File: config.mk
export PLATFORM = sky130hd
export DESIGN_NAME = sa_attr_ctrl
export DESIGN_NICKNAME = d
export VERILOG_FILES = /design/src/rtl/sa_pkg.sv /design/src/rtl/sa_route_decode.sv /design/src/rtl/sa_guard_gate.sv /design/src/rtl/sa_mem_tracker.sv /design/src/rtl/sa_attr_ctrl.sv
export SDC_FILE = /design/constraint.sdc
export NUM_CORES = 1
export LEC_CHECK = 0
export BUFFER_PORTS_ARGS = -buffer_cell sky130_fd_sc_hd__buf_2
export CAP_MARGIN = 5
export CORE_AREA = 2 2 39 41
export DETAILED_ROUTE_END_ITERATION = 12
export DIE_AREA = 0 0 41 43
export PLACE_DENSITY_LB_ADDON = 0.25
export SYNTH_ARGS = -nofsm -noshare
export SYNTH_HDL_FRONTEND = slang
export SYNTH_SLANG_ARGS = --single-unit
File: constraint.sdc
create_clock -name clk -period 2 [get_ports clk]
set_input_delay 0.3 -clock clk [delete_from_list [all_inputs] [get_ports clk]]
set_output_delay 0.3 -clock clk [all_outputs]
set_load 0.02 [all_outputs]
File: src/rtl/sa_pkg.sv
package sa_pkg;
  localparam int OP_W = 3;

  typedef enum logic [OP_W-1:0] {
    SA_OP_LOAD   = 3'd0,
    SA_OP_STORE  = 3'd1,
    SA_OP_FETCH  = 3'd2,
    SA_OP_BZERO  = 3'd3,
    SA_OP_LDRSV  = 3'd4,
    SA_OP_STCOND = 3'd5,
    SA_OP_CMGMT  = 3'd6,
    SA_OP_CMGMT2 = 3'd7
  } sa_op_e;

  typedef struct packed {
    logic cache_rd;
    logic cache_wr;
    logic mem_acc;
    logic mem_wr;
    logic exc_align;
    logic exc_storage;
  } sa_route_t;

  function automatic sa_route_t sa_classify(sa_op_e op, logic wt, logic ci, logic hit);
    sa_route_t r;
    logic      bad_page;
    r        = '0;
    bad_page = wt | ci;
    case (op)
      SA_OP_LOAD, SA_OP_FETCH: begin
        if (!ci && hit) r.cache_rd = 1'b1;
        else            r.mem_acc  = 1'b1;
      end
      SA_OP_STORE: begin
        r.mem_acc  = 1'b1;
        r.mem_wr   = 1'b1;
        r.cache_wr = hit & ~ci;
      end
      SA_OP_BZERO: begin
        if (bad_page) r.exc_align = 1'b1;
        else if (hit) r.cache_wr  = 1'b1;
        else begin
          r.mem_acc = 1'b1;
          r.mem_wr  = 1'b1;
        end
      end
      SA_OP_LDRSV: begin
        if (bad_page) r.exc_storage = 1'b1;
        else if (hit) r.cache_rd    = 1'b1;
        else          r.mem_acc     = 1'b1;
      end
      SA_OP_STCOND: begin
        if (bad_page) r.exc_storage = 1'b1;
        else begin
          r.mem_acc  = 1'b1;
          r.mem_wr   = 1'b1;
          r.cache_wr = hit;
        end
      end
      default: r = '0;
    endcase
    return r;
  endfunction
endpackage

File: src/rtl/sa_route_decode.sv
module sa_route_decode
  import sa_pkg::*;
(
  input  logic [OP_W-1:0] op_raw,
  input  logic            wt,
  input  logic            ci,
  input  logic            hit,
  output sa_route_t       route,
  output logic            need_mem
);
  always_comb begin
    route    = sa_classify(sa_op_e'(op_raw), wt, ci, hit);
    need_mem = route.mem_acc;
  end
endmodule

File: src/rtl/sa_guard_gate.sv
module sa_guard_gate (
  input  logic busy,
  input  logic req_valid,
  input  logic grd,
  input  logic spec,
  input  logic flush,
  input  logic need_mem,
  output logic stall,
  output logic ready,
  output logic take
);
  always_comb begin
    stall = req_valid & grd & spec & need_mem & ~flush;
    ready = ~busy & ~stall;
    take  = req_valid & ready & ~flush;
  end
endmodule

File: src/rtl/sa_mem_tracker.sv
module sa_mem_tracker
  import sa_pkg::*;
(
  input  logic      clk,
  input  logic      rst_n,
  input  logic      take,
  input  sa_route_t route,
  input  logic      coh,
  input  logic      mem_ack,
  output logic      busy,
  output logic      cache_rd_en,
  output logic      cache_wr_en,
  output logic      mem_req,
  output logic      mem_we,
  output logic      mem_coh,
  output logic      exc_align,
  output logic      exc_storage
);
  always_ff @(posedge clk) begin
    if (!rst_n) begin
      cache_rd_en <= 1'b0;
      cache_wr_en <= 1'b0;
      exc_align   <= 1'b0;
      exc_storage <= 1'b0;
      mem_req     <= 1'b0;
      mem_we      <= 1'b0;
      mem_coh     <= 1'b0;
    end else begin
      cache_rd_en <= take & route.cache_rd;
      cache_wr_en <= take & route.cache_wr;
      exc_align   <= take & route.exc_align;
      exc_storage <= take & route.exc_storage;
      if (mem_req) begin
        if (mem_ack) begin
          mem_req <= 1'b0;
          mem_we  <= 1'b0;
          mem_coh <= 1'b0;
        end
      end else if (take && route.mem_acc) begin
        mem_req <= 1'b1;
        mem_we  <= route.mem_wr;
        mem_coh <= coh;
      end
    end
  end

  assign busy = mem_req;
endmodule

File: src/rtl/sa_attr_ctrl.sv
module sa_attr_ctrl
  import sa_pkg::*;
(
  input  logic            clk,
  input  logic            rst_n,
  input  logic            req_valid,
  output logic            req_ready,
  input  logic [OP_W-1:0] req_op,
  input  logic            req_wt,
  input  logic            req_ci,
  input  logic            req_coh,
  input  logic            req_grd,
  input  logic            req_hit,
  input  logic            req_spec,
  input  logic            req_flush,
  input  logic            mem_ack,
  output logic            cache_rd_en,
  output logic            cache_wr_en,
  output logic            mem_req,
  output logic            mem_we,
  output logic            mem_coh,
  output logic            exc_align,
  output logic            exc_storage
);
  sa_route_t route;
  logic      need_mem;
  logic      busy;
  logic      stall;
  logic      take;

  sa_route_decode u_decode (
    .op_raw   (req_op),
    .wt       (req_wt),
    .ci       (req_ci),
    .hit      (req_hit),
    .route    (route),
    .need_mem (need_mem)
  );

  sa_guard_gate u_gate (
    .busy      (busy),
    .req_valid (req_valid),
    .grd       (req_grd),
    .spec      (req_spec),
    .flush     (req_flush),
    .need_mem  (need_mem),
    .stall     (stall),
    .ready     (req_ready),
    .take      (take)
  );

  sa_mem_tracker u_track (
    .clk         (clk),
    .rst_n       (rst_n),
    .take        (take),
    .route       (route),
    .coh         (req_coh),
    .mem_ack     (mem_ack),
    .busy        (busy),
    .cache_rd_en (cache_rd_en),
    .cache_wr_en (cache_wr_en),
    .mem_req     (mem_req),
    .mem_we      (mem_we),
    .mem_coh     (mem_coh),
    .exc_align   (exc_align),
    .exc_storage (exc_storage)
  );
endmodule

* Word level (Yosys, flattened, before mapping)
Index checks and enable logic that the tools add are counted.
** Cells by class
- Equal/unequal tests :: 6
- Mux-type cells :: 24
- Bitwise operators :: 17
- Reduce and logical (&&, ||, !) cells :: 8
** Operator list (number)
- $mux 1 :: 17
- $and 1x1->1 :: 12
- $eq 3x2->1 const B :: 2
- $eq 3x3->1 const B :: 2
- $mux 3 :: 2
- $pmux 1 s3 :: 2
- $pmux 1 s5 :: 1
- $not 1->1 :: 4
- $reduce_or 2->1 :: 2
- $eq 3x1->1 const B :: 1
- $logic_not 3->1 :: 1
- $logic_and 1x1->1 :: 2
- $mux 2 :: 1
- $ne 2x2->1 const B :: 1
- $pmux 1 s2 :: 1
- $reduce_and 2->1 :: 1
- $reduce_bool 2->1 :: 1
- $logic_not 1->1 :: 1
- $or 1x1->1 :: 1
** Storage, ports and cells
- Flip-flop bits (word level) :: 7
- Input bits :: 14
- Logic and storage cells :: 62

* Logic depth before layout (Yosys ltp)
Gate-level depths: netlist (run 1).
- Word-level depth :: 13
- Gate-level depth with buffers :: 4
- Depth with buffers taken out :: 4

* By module
From an unflattened synthesis (run 1), not the netlist that was laid out.
** Unflattened totals
- Cells, all modules :: 49
- Area total of the unflattened synthesis :: 412.9 µm²
** Modules (own cells, without submodules)
- sa_mem_tracker :: instances 1, cells an instance 24, area an instance 232.7 µm², seq. area each 140.1 µm²
- sa_route_decode :: instances 1, cells an instance 20, area an instance 135.1 µm², seq. area each 0.0 µm²
- sa_guard_gate :: instances 1, cells an instance 5, area an instance 45.0 µm², seq. area each 0.0 µm²

* Worst setup path before layout (run 1)
Ideal clock, no wire load.
- Kind :: input -> output
- Start point :: input req_op[0]
- End point :: output req_ready
- Arrival time :: 1.266 ns
- Slack :: 0.434 ns
- Stages :: 4
- Buffers on the path :: 0
- Cells stage by stage :: nand2b_4 a21oi_2 nor3_2 a311oi_1
** Between the ends
- Word-level cells in the longest chain between the ends :: 7
** Ends and longest elaborated chain
- start, declared :: RTL line sa_attr_ctrl.sv:8 : input logic [OP_W-1:0] req_op,
- $eq 3x2->1 or $logic_not 3->1 (tied branches) :: RTL line sa_pkg.sv:29 : case (op)
- $reduce_or 2->1 :: RTL line sa_pkg.sv:29
- $pmux 1 s5 * :: RTL line sa_pkg.sv:29
- $and 1x1->1 * (2 in a row) :: RTL line sa_guard_gate.sv:13 : stall = req_valid & grd & spec & need_mem & ~flush;
- $not 1->1 * :: RTL line sa_guard_gate.sv:14 : ready = ~busy & ~stall;
- $and 1x1->1 * :: RTL line sa_guard_gate.sv:14
- end, declared :: RTL line sa_attr_ctrl.sv:7 : output logic req_ready,
Mark *: on every way between the ends. The rest lies on a longest branch, timed or not.

* Worst setup path in the final report (run 1)
Ends and elaborated chain as after synthesis.

==> reports/results.ini, run 1 <==
[global_routing]
antenna_found_initial = 0
grt_max_degree = 9
grt.overflow.total = 0
grt_pass1_wl_um = 1310
grtUsageTotal_pct = 11.1
grt_pass1_vias = 335

[drt]
viasPerCell = 4.87
wl_um = 855
first_pass_iters = 3
vias = 419
drt_iter0_drc = 6
drc_errors = 0
routedWlPerCell_um = 9.94
final_antenna_net_count = 0

[yosys]
synth_adder_area_share_pct = 0
netlist_area_um2 = 387
synthMuxAreaShare_pct = 5.18
yosysSeqAreaShare_pct = 36.2
synth_xor_area_share_pct = 0
synth_top_family_by_area = simple AND/OR/NAND/NOR gates
yosys.area_share.simple_pct = 39.5
syn_area_per_cell_um2 = 8.59
synth-compound-area-share_pct = 19.1
ys_types = 23
synth-seq-cells = 7
synthCells = 45
synth_nets = 59
yosysWarnings = 0

[cts]
cts_setup_buffers = 0
cts_max_path_buffers = 2
cts_hold_buffers = 0
cts_root_buf = clkbuf_4
cts_resized = 0
clk_latency_ps = 240
clock_sinks = 7
numCtsBuffers = 3
h-tree-depth = 1
cts_tree = yes
clk_pin_slew_ps = 50

[finish]
final_common_cell = buf_2
insertedDiodeCount = 0
final_nets = 85
drive_gt1_share_pct = 42.9
layout_common_cells = 21 x buf_2, 7 x dfxtp_1, 5 x nand2_1, 4 x o21ai_0, 4 x a21oi_1
fin_util_pct = 38.9
syn_to_final_growth_pct = 39.2
stdcell_count = 86

[timing]
setup_ws_ps = 443
layout_min_cycle_time_ps = 1560
rsz0062_at_grt = false
hold_violations = 0
finalSetupTns_ps = 0
slew_violations = 0
fmax_ghz = 0.642
setup_violations = 0
slew_headroom_pct = 79.1
fin_crit_sh_pct = 77.9
skew_ps = 1.81
worstMarginPinSlew_ps = 313

[placed_design]
dp_cells = 82
post-dp-hpwl_um = 713
port-buffer-count = 21
gp_congestion = 0.702
dp_worst_setup_slack_ps = 459

[worst_hold_path]
hp-class = input pin to flip-flop

[power_and_ir_drop]
power_density_nw_per_um2 = 600
leakage_uw = 0.000229
ir_drop_v = 0.000199

[setup_path]
crit_required_ps = 1700
path_cells = buf_2 > nand2b_4 > a21oi_2 > nor3_2 > a311oi_1 > buf_2
start_kind = input pin
critPathMaxStageDelay_ps = 230
critPathSlowestCell = a311oi_1
path_class = input pin to primary output
worst_setup_path_end_kind = primary output
worstPathArrival_ps = 1260
cpMostUsedCell = buf_2
cp_max_fo = 6

[floorplanning]
die_w_um = 41
fp-row-count = 14
die-area_um2 = 1760
initial_utilization_pct = 27.9
die_y_um = 43
core-area_um2 = 1380
top_level_ports = 22

[outcome]
outcome = finished, final reports clean

[job]
cap_viol_max_count = 0

critical path: cells and delay by family:
kind,cells,cell delay (ps)
AO/OA/AOI/OAI,2,410
buffers and inverters,2,330
AND/OR/NAND/NOR,2,210
stage by stage:
| step | total power (µW) | cell area (µm²) | hold WS [ps] |
|---|---|---|---|
| after floorplan | 177 | 387 | 377 |
| after detailed placement | 206 | 512 | 456 |
| after global placement | 206 | 512 | 456 |
| final | 323 | 538 | 309 |
| after global routing | 344 | 538 | 313 |
| after CTS | 328 | 538 | 310 |
registers in the layout (all words and copies together) (netlist names):
name                 count
u_track.mem_we           1
u_track.mem_coh          1
u_track.cache_wr_en      1
u_track.cache_rd_en      1
u_track.exc_storage      1
u_track.exc_align        1
u_track.busy             1
worst paths after layout:
path	from	end	slack, ps	depth (start not counted)
worst min-delay path	req_coh	u_track.mem_coh	310	3
worst max register to register	u_track.busy	u_track.mem_coh	830	4
worst min register to register	u_track.mem_we	u_track.mem_we	470	2
worst max-delay path	req_op[0]	req_ready	440	6
cells in the mapped netlist:
cell type | count | share of area (%)
nor4b_1 | 1 | 2.3
a21oi_2 | 1 | 2.3
nor3b_2 | 1 | 3.2
o21a_1 | 1 | 1.9
dfxtp_1 | 7 | 36
nand2_1 | 5 | 4.9
nand3b_1 | 1 | 1.9
nor3_2 | 1 | 2.6
nand3_1 | 2 | 2.6
nor2b_1 | 1 | 1.6
nand2b_1 | 2 | 3.2
nor2_1 | 3 | 2.9
nand4_1 | 1 | 1.6
a21oi_1 | 4 | 5.2
nand4b_1 | 1 | 2.3
nor2b_2 | 1 | 2.3
nor3_1 | 1 | 1.3
a311oi_1 | 1 | 2.3
o21ai_0 | 4 | 5.2
mux2i_1 | 2 | 5.2
o21ai_2 | 1 | 2.3
nor4_1 | 2 | 3.2
nand2b_4 | 1 | 3.6
logic make-up (layout without fill, tap and decap cells):
group	Yosys count	in the layout
simple gates	24	24
compound gates	12	12
flops	7	7
mux	2	2
buf+inv	0	25
power breakdown:
group | switching, µW | internal (µW) | total [µW]
clock network | 44.6 | 75.6 | 120
registers | 1.62 | 142 | 144
logic | 33.2 | 25.6 | 58.9
final cells by class:
| type | count | area [µm²] |
|---|---|---|
| tap | 16 | 20.0 |
| fill | 157 | 846 |
| sequential | 7 | 140 |
| clock buffer | 4 | 26.3 |
| timing repair buffer | 21 | 105 |
| multi-input combinational | 38 | 246 |
routing by layer:
layer	vias to the layer above	share of wire, %	GRT usage [%]
li1	220	-	-
met1	182	46	15.2
met2	15	46	14.7
met3	2	7.4	2.09
met4	0	0.94	8.00
met5	-	0	0
(Power assumes the default switching activity.)
==> run 2: changes to the inputs <==
==> constraint.sdc (replaced) <==
create_clock -name clk -period 1.4 [get_ports clk]
set_input_delay 0.21 -clock clk [delete_from_list [all_inputs] [get_ports clk]]
set_output_delay 0.21 -clock clk [all_outputs]
set_load 0.02 [all_outputs]
==> run 2 against run 1 <==
Die area did not move. Combinational power up 66%. First-iteration DRC count increased by 17%. Core utilization grew 2.7 points. Clock skew fell by 0.90 ps. Non-clock buffer count grew 4. Clock power increased by 46%. Register-to-register slack lost 610 ps. Worst hold slack got worse by 89 ps. Setup slack got worse by 340 ps. Critical path type unchanged.
==> reports/results.ini, run 2 (same netlist as run 1, synthesis figures left out) <==
[drt]
drc_errors = 0  ; unchanged
vias = 430  ; +2.6%
drt_iter0_drc = 7  ; +1
first_pass_iters = 4  ; +1
routedWlPerCell_um = 10.1  ; +1.3%
viasPerCell = 4.78  ; -1.9%
final_antenna_net_count = 0  ; unchanged
wl_um = 906  ; +6.0%

[timing]
worstMarginPinSlew_ps = 270  ; -42.7 ps
skew_ps = 0.909  ; -0.896 ps
layout_min_cycle_time_ps = 1300
slew_violations = 0  ; unchanged
setup_violations = 0  ; unchanged
hold_ws_ps = 220  ; -88.6 ps
fin_crit_sh_pct = 92.8
fmax_ghz = 0.770
slew_headroom_pct = 81.8  ; +2.8 points
hold_violations = 0  ; unchanged

[finish]
fillerInstances = 152  ; -3.2%
final_common_cell = buf_2
stdcell_count = 90  ; +4.7%
layout_common_cells = 21 x buf_2, 7 x dfxtp_1, 5 x nand2_1
final_nets = 89  ; +4.7%
fin_area_um2 = 576  ; +7.0%
insertedDiodeCount = 0  ; unchanged
syn_to_final_growth_pct = 48.9
drive_gt1_share_pct = 45.9  ; +3.1 points

[floorplanning]
die_y_um = 43  ; unchanged
die_w_um = 41  ; unchanged
die-area_um2 = 1760  ; unchanged
core-area_um2 = 1380  ; unchanged
initial_utilization_pct = 27.9  ; unchanged
top_level_ports = 22  ; unchanged
fp-row-count = 14  ; unchanged

[global_routing]
grt_pass1_vias = 334  ; -0.30%
grt.overflow.total = 0  ; unchanged
grtUsageTotal_pct = 11.9  ; +0.82 points
grt_max_degree = 9  ; unchanged
antenna_found_initial = 0  ; unchanged
grt_pass1_wl_um = 1380  ; +5.3%

[cts]
cts_max_path_buffers = 2  ; unchanged
h-tree-depth = 1  ; unchanged
cts_hold_buffers = 0  ; unchanged
clk_latency_ps = 240  ; about the same
numCtsBuffers = 3  ; unchanged
cts_root_buf = clkbuf_4
clock_sinks = 7  ; unchanged
clk_pin_slew_ps = 50  ; about the same
cts_tree = yes

[setup_path]
crit_required_ps = 1190  ; -510 ps
start_kind = input pin
cp_max_fo = 4  ; -2
ff2ff_setup_slack_ps = 220  ; -610 ps
worstPathArrival_ps = 1090  ; -170 ps
worst_setup_path_end_kind = primary output
path_class = input pin to primary output

[placed_design]
port-buffer-count = 21  ; unchanged
dpl_cell_area_um2 = 534  ; +4.4%
dp_cells = 85  ; +3.7%
post-dp-hpwl_um = 720  ; +0.90%
gp_congestion = 0.721  ; +2.6%

[outcome]
outcome = finished, final reports clean

[job]
cap_viol_max_count = 0  ; unchanged

[power_and_ir_drop]
ir_drop_v = 0.000273  ; +37%
finalPower_uw = 478  ; +48%
power_density_nw_per_um2 = 830  ; +38%
leakage_uw = 0.000250  ; +9.1%

[worst_hold_path]
hp-class = input pin to flip-flop

==> run 2: cell count changes in the layout (fill, tap and decap cells not counted) <==
cell / previous run / this run
a21oi_2: 1 / 0
a21oi_4: 0 / 1
buf_4: 0 / 4
==> run 2: where the power goes <==
part / internal [µW] / switching (µW)
combinational: 46.1 / 51.8
sequential: 203 / 2.39
clock: 108 / 66.3
total: 357 / 120
==> run 2: path summary, 6_finish.rpt <==
check | start | endpoint | cells after the start
hold / removal | req_coh | u_track.mem_coh | 3
setup reg to reg | u_track.busy | u_track.mem_coh | 4
setup / recovery | req_op[0] | req_ready | 6
hold reg to reg | u_track.mem_we | u_track.mem_we | 2
==> run 2: cell type report <==
type                       count  area (µm²)  area share, %
tap                           16        20.0           3.48
timing repair buffer          25         135           23.5
sequential                     7         140           24.3
clock buffer                   4        26.3           4.57
multi-input combinational     38         254           44.1
==> run 2: per-stage QoR <==
step           setup slack, ps  TNS, ps  utilization, %
2_1_floorplan             14.1        0               -
3_5_place_dp              20.8        0            38.6
5_1_grt                  -2.07    -2.07            41.6
6_report                   101        0            41.6
4_1_cts                   12.3        0            40.5
3_3_place_gp              31.5        0            38.6
==> run 2: routing by layer <==
metal  part of all wire [%]  global-route usage, %  up-vias
met4                    2.4                   10.0        0
met5                      0                      0        -
li1                       -                      -      227
met3                    7.1                   3.14        2
met1                     46                   16.8      186
met2                     44                   14.1       15
==> run 2: critical path, cell delays in order <==
cell	delay [ps]
buf_2	120
nor2b_2	170
a21oi_4	130
nor3_2	70
a311oi_1	200
buf_2	200
==> run 2: timing repair <==
action,CTS,global route
gates resized for setup,0,1
setup endpoints to repair,0,1
buffers inserted,0,1
==> run 3: changes to the inputs <==
--- a/config.mk
+++ b/config.mk
@@ -10,7 +10,7 @@
 export CORE_AREA = 2 2 39 41
 export DETAILED_ROUTE_END_ITERATION = 12
 export DIE_AREA = 0 0 41 43
-export PLACE_DENSITY_LB_ADDON = 0.25
+export PLACE_DENSITY_LB_ADDON = 0.15
 export SYNTH_ARGS = -nofsm -noshare
 export SYNTH_HDL_FRONTEND = slang
 export SYNTH_SLANG_ARGS = --single-unit
==> run 3 against run 2 <==
Sequential power is essentially flat. Combinational power is 2% higher. Design area rose by 1.1%. Total power rose by 0.61%. Routed wire length up 11%. Clock skew grew 5.0 ps. Maximum frequency shrank 4.6%. Die area did not move. Clock power barely moved. Critical path type unchanged. Largest cell class unchanged.
==> reports/results.ini, run 3 (same netlist as run 1, synthesis figures left out) <==
[drt]
viasPerCell = 4.79  ; +0.28%
final_antenna_net_count = 0  ; unchanged
first_pass_iters = 3  ; -1
routedWlPerCell_um = 11.1  ; +10%
drc_errors = 0  ; unchanged
drt_iter0_drc = 2  ; -5
vias = 436  ; +1.4%
wl_um = 1010  ; +11%

[finish]
final_common_cell = buf_2
layout_common_cells = 21 x buf_2, 7 x dfxtp_1, 5 x nand2_1, 5 x buf_4
syn_to_final_growth_pct = 50.5
fillerInstances = 146  ; -3.9%
insertedDiodeCount = 0  ; unchanged
fin_util_pct = 42.0  ; +0.45 points
fin_area_um2 = 582  ; +1.1%
final_nets = 90  ; +1.1%
drive_gt1_share_pct = 48.0  ; +2.1 points

[floorplanning]
core-area_um2 = 1380  ; unchanged
die-area_um2 = 1760  ; unchanged
die_w_um = 41  ; unchanged
fp-row-count = 14  ; unchanged
top_level_ports = 22  ; unchanged
die_y_um = 43  ; unchanged
initial_utilization_pct = 27.9  ; unchanged

[job]
cap_viol_max_count = 0  ; unchanged

[global_routing]
grt_pass1_wl_um = 1440  ; +4.5%
grt.overflow.total = 0  ; unchanged
antenna_found_initial = 0  ; unchanged
grt_max_degree = 9  ; unchanged
grt_pass1_vias = 398  ; +19%
grtUsageTotal_pct = 12.0  ; +0.18 points

[setup_path]
worstReg2RegStart = u_track.busy
r2r_end = u_track.mem_coh
crit_required_ps = 1190  ; about the same
rr_worst_depth = 4  ; unchanged
start_kind = input pin
crit_path_end = req_ready
critPathMaxStageDelay_ps = 260  ; +60 ps
worst_setup_path_end_kind = primary output
cp_max_fo = 3  ; -1
path_class = input pin to primary output
cpMostUsedCell = buf_2
crit_start = req_op[0]
path_cells = buf_2 > nor2b_2 > a21oi_2 > nor3_2 > a311oi_2 > buf_2
critPathSlowestCell = a311oi_2
worstPathArrival_ps = 1150  ; +60 ps
ff2ff_setup_slack_ps = 280  ; +60 ps

[timing]
skew_ps = 5.89  ; +4.98 ps
slew_violations = 0  ; unchanged
worstMarginPinSlew_ps = 365  ; +94.5 ps
layout_min_cycle_time_ps = 1360  ; +63.1 ps
hold_violations = 0  ; unchanged
fin_crit_sh_pct = 97.3  ; +4.5 points
fmax_ghz = 0.734  ; -4.6%
setup_ws_ps = 37.6  ; -63.1 ps
slew_headroom_pct = 75.4  ; -6.4 points
setup_violations = 0  ; unchanged

[placed_design]
dpl_cell_area_um2 = 549  ; +2.8%
post-dp-hpwl_um = 800  ; +11%
port-buffer-count = 21  ; unchanged
gp_congestion = 0.839  ; +16%
dp_worst_setup_slack_ps = 54.2  ; +33.4 ps

[cts]
numCtsBuffers = 3  ; unchanged
clk_pin_slew_ps = 50  ; about the same
h-tree-depth = 1  ; unchanged
clk_latency_ps = 250  ; about the same
cts_root_buf = clkbuf_4
cts_tree = yes
cts_max_path_buffers = 2  ; unchanged
clock_sinks = 7  ; unchanged
cts_setup_buffers = 0  ; unchanged

[power_and_ir_drop]
leakage_uw = 0.000255  ; +2.1%
ir_drop_v = 0.000256  ; -6.0%
power_density_nw_per_um2 = 826  ; -0.47%

[outcome]
outcome = finished, final reports clean

[worst_hold_path]
hp-class = input pin to flip-flop

run 3: area by class of cell:
cell class,count,area (µm²),share of cell area [%]
Sequential cell,7,140,24.1
Multi-Input combinational cell,38,253,43.4
Timing Repair Buffer,26,143,24.5
Clock buffer,4,26.3,4.52
Tap cell,16,20.0,3.44
run 3: per-stage QoR:
stage,hold slack [ps],total power [µW],setup TNS (ps),cells
4_1_cts,196,490,0,91
5_1_grt,199,511,-35.5,91
6_report,208,481,0,91
3_5_place_dp,466,306,0,87
3_3_place_gp,456,307,0,87
2_1_floorplan,287,253,0,45
run 3: metal layers:
metal,vias to the layer above,track usage [%],routed length [µm]
met3,0,3.66,100
met5,-,0,0
met4,0,8.67,0
met1,184,15.1,469
li1,229,-,-
met2,23,16.6,438
run 3: how the worst min path moves through the flow:
stage	depth (start not counted)	slack [ps]	from	end
finish	3	210	req_coh	u_track.mem_coh
global route	3	200	req_coh	u_track.mem_coh
CTS	3	200	req_coh	u_track.mem_coh
global placement	2	460	u_track.mem_coh	u_track.mem_coh
detailed placement	2	470	u_track.mem_we	u_track.mem_we
floorplan	1	290	req_op[1]	u_track.exc_storage
run 3: worst max-delay path: cells and delay by family:
family	cells	cell delay, ps
simple gates	2	240
compound gates	2	390
buf+inv	2	320
run 3: report_power, final:
group / switching [µW] / internal (µW) / total [µW]
registers: 1.61 / 203 / 205
clock network: 68.3 / 108 / 177
logic: 52.7 / 46.6 / 99.4
total: 123 / 358 / 481
run 3: repair_timing:
| item | 4_1_cts | 5_1_grt |
|---|---|---|
| resized for setup | 0 | 1 |
| setup endpoints to repair | 0 | 1 |
| hold buffers | 0 | 0 |
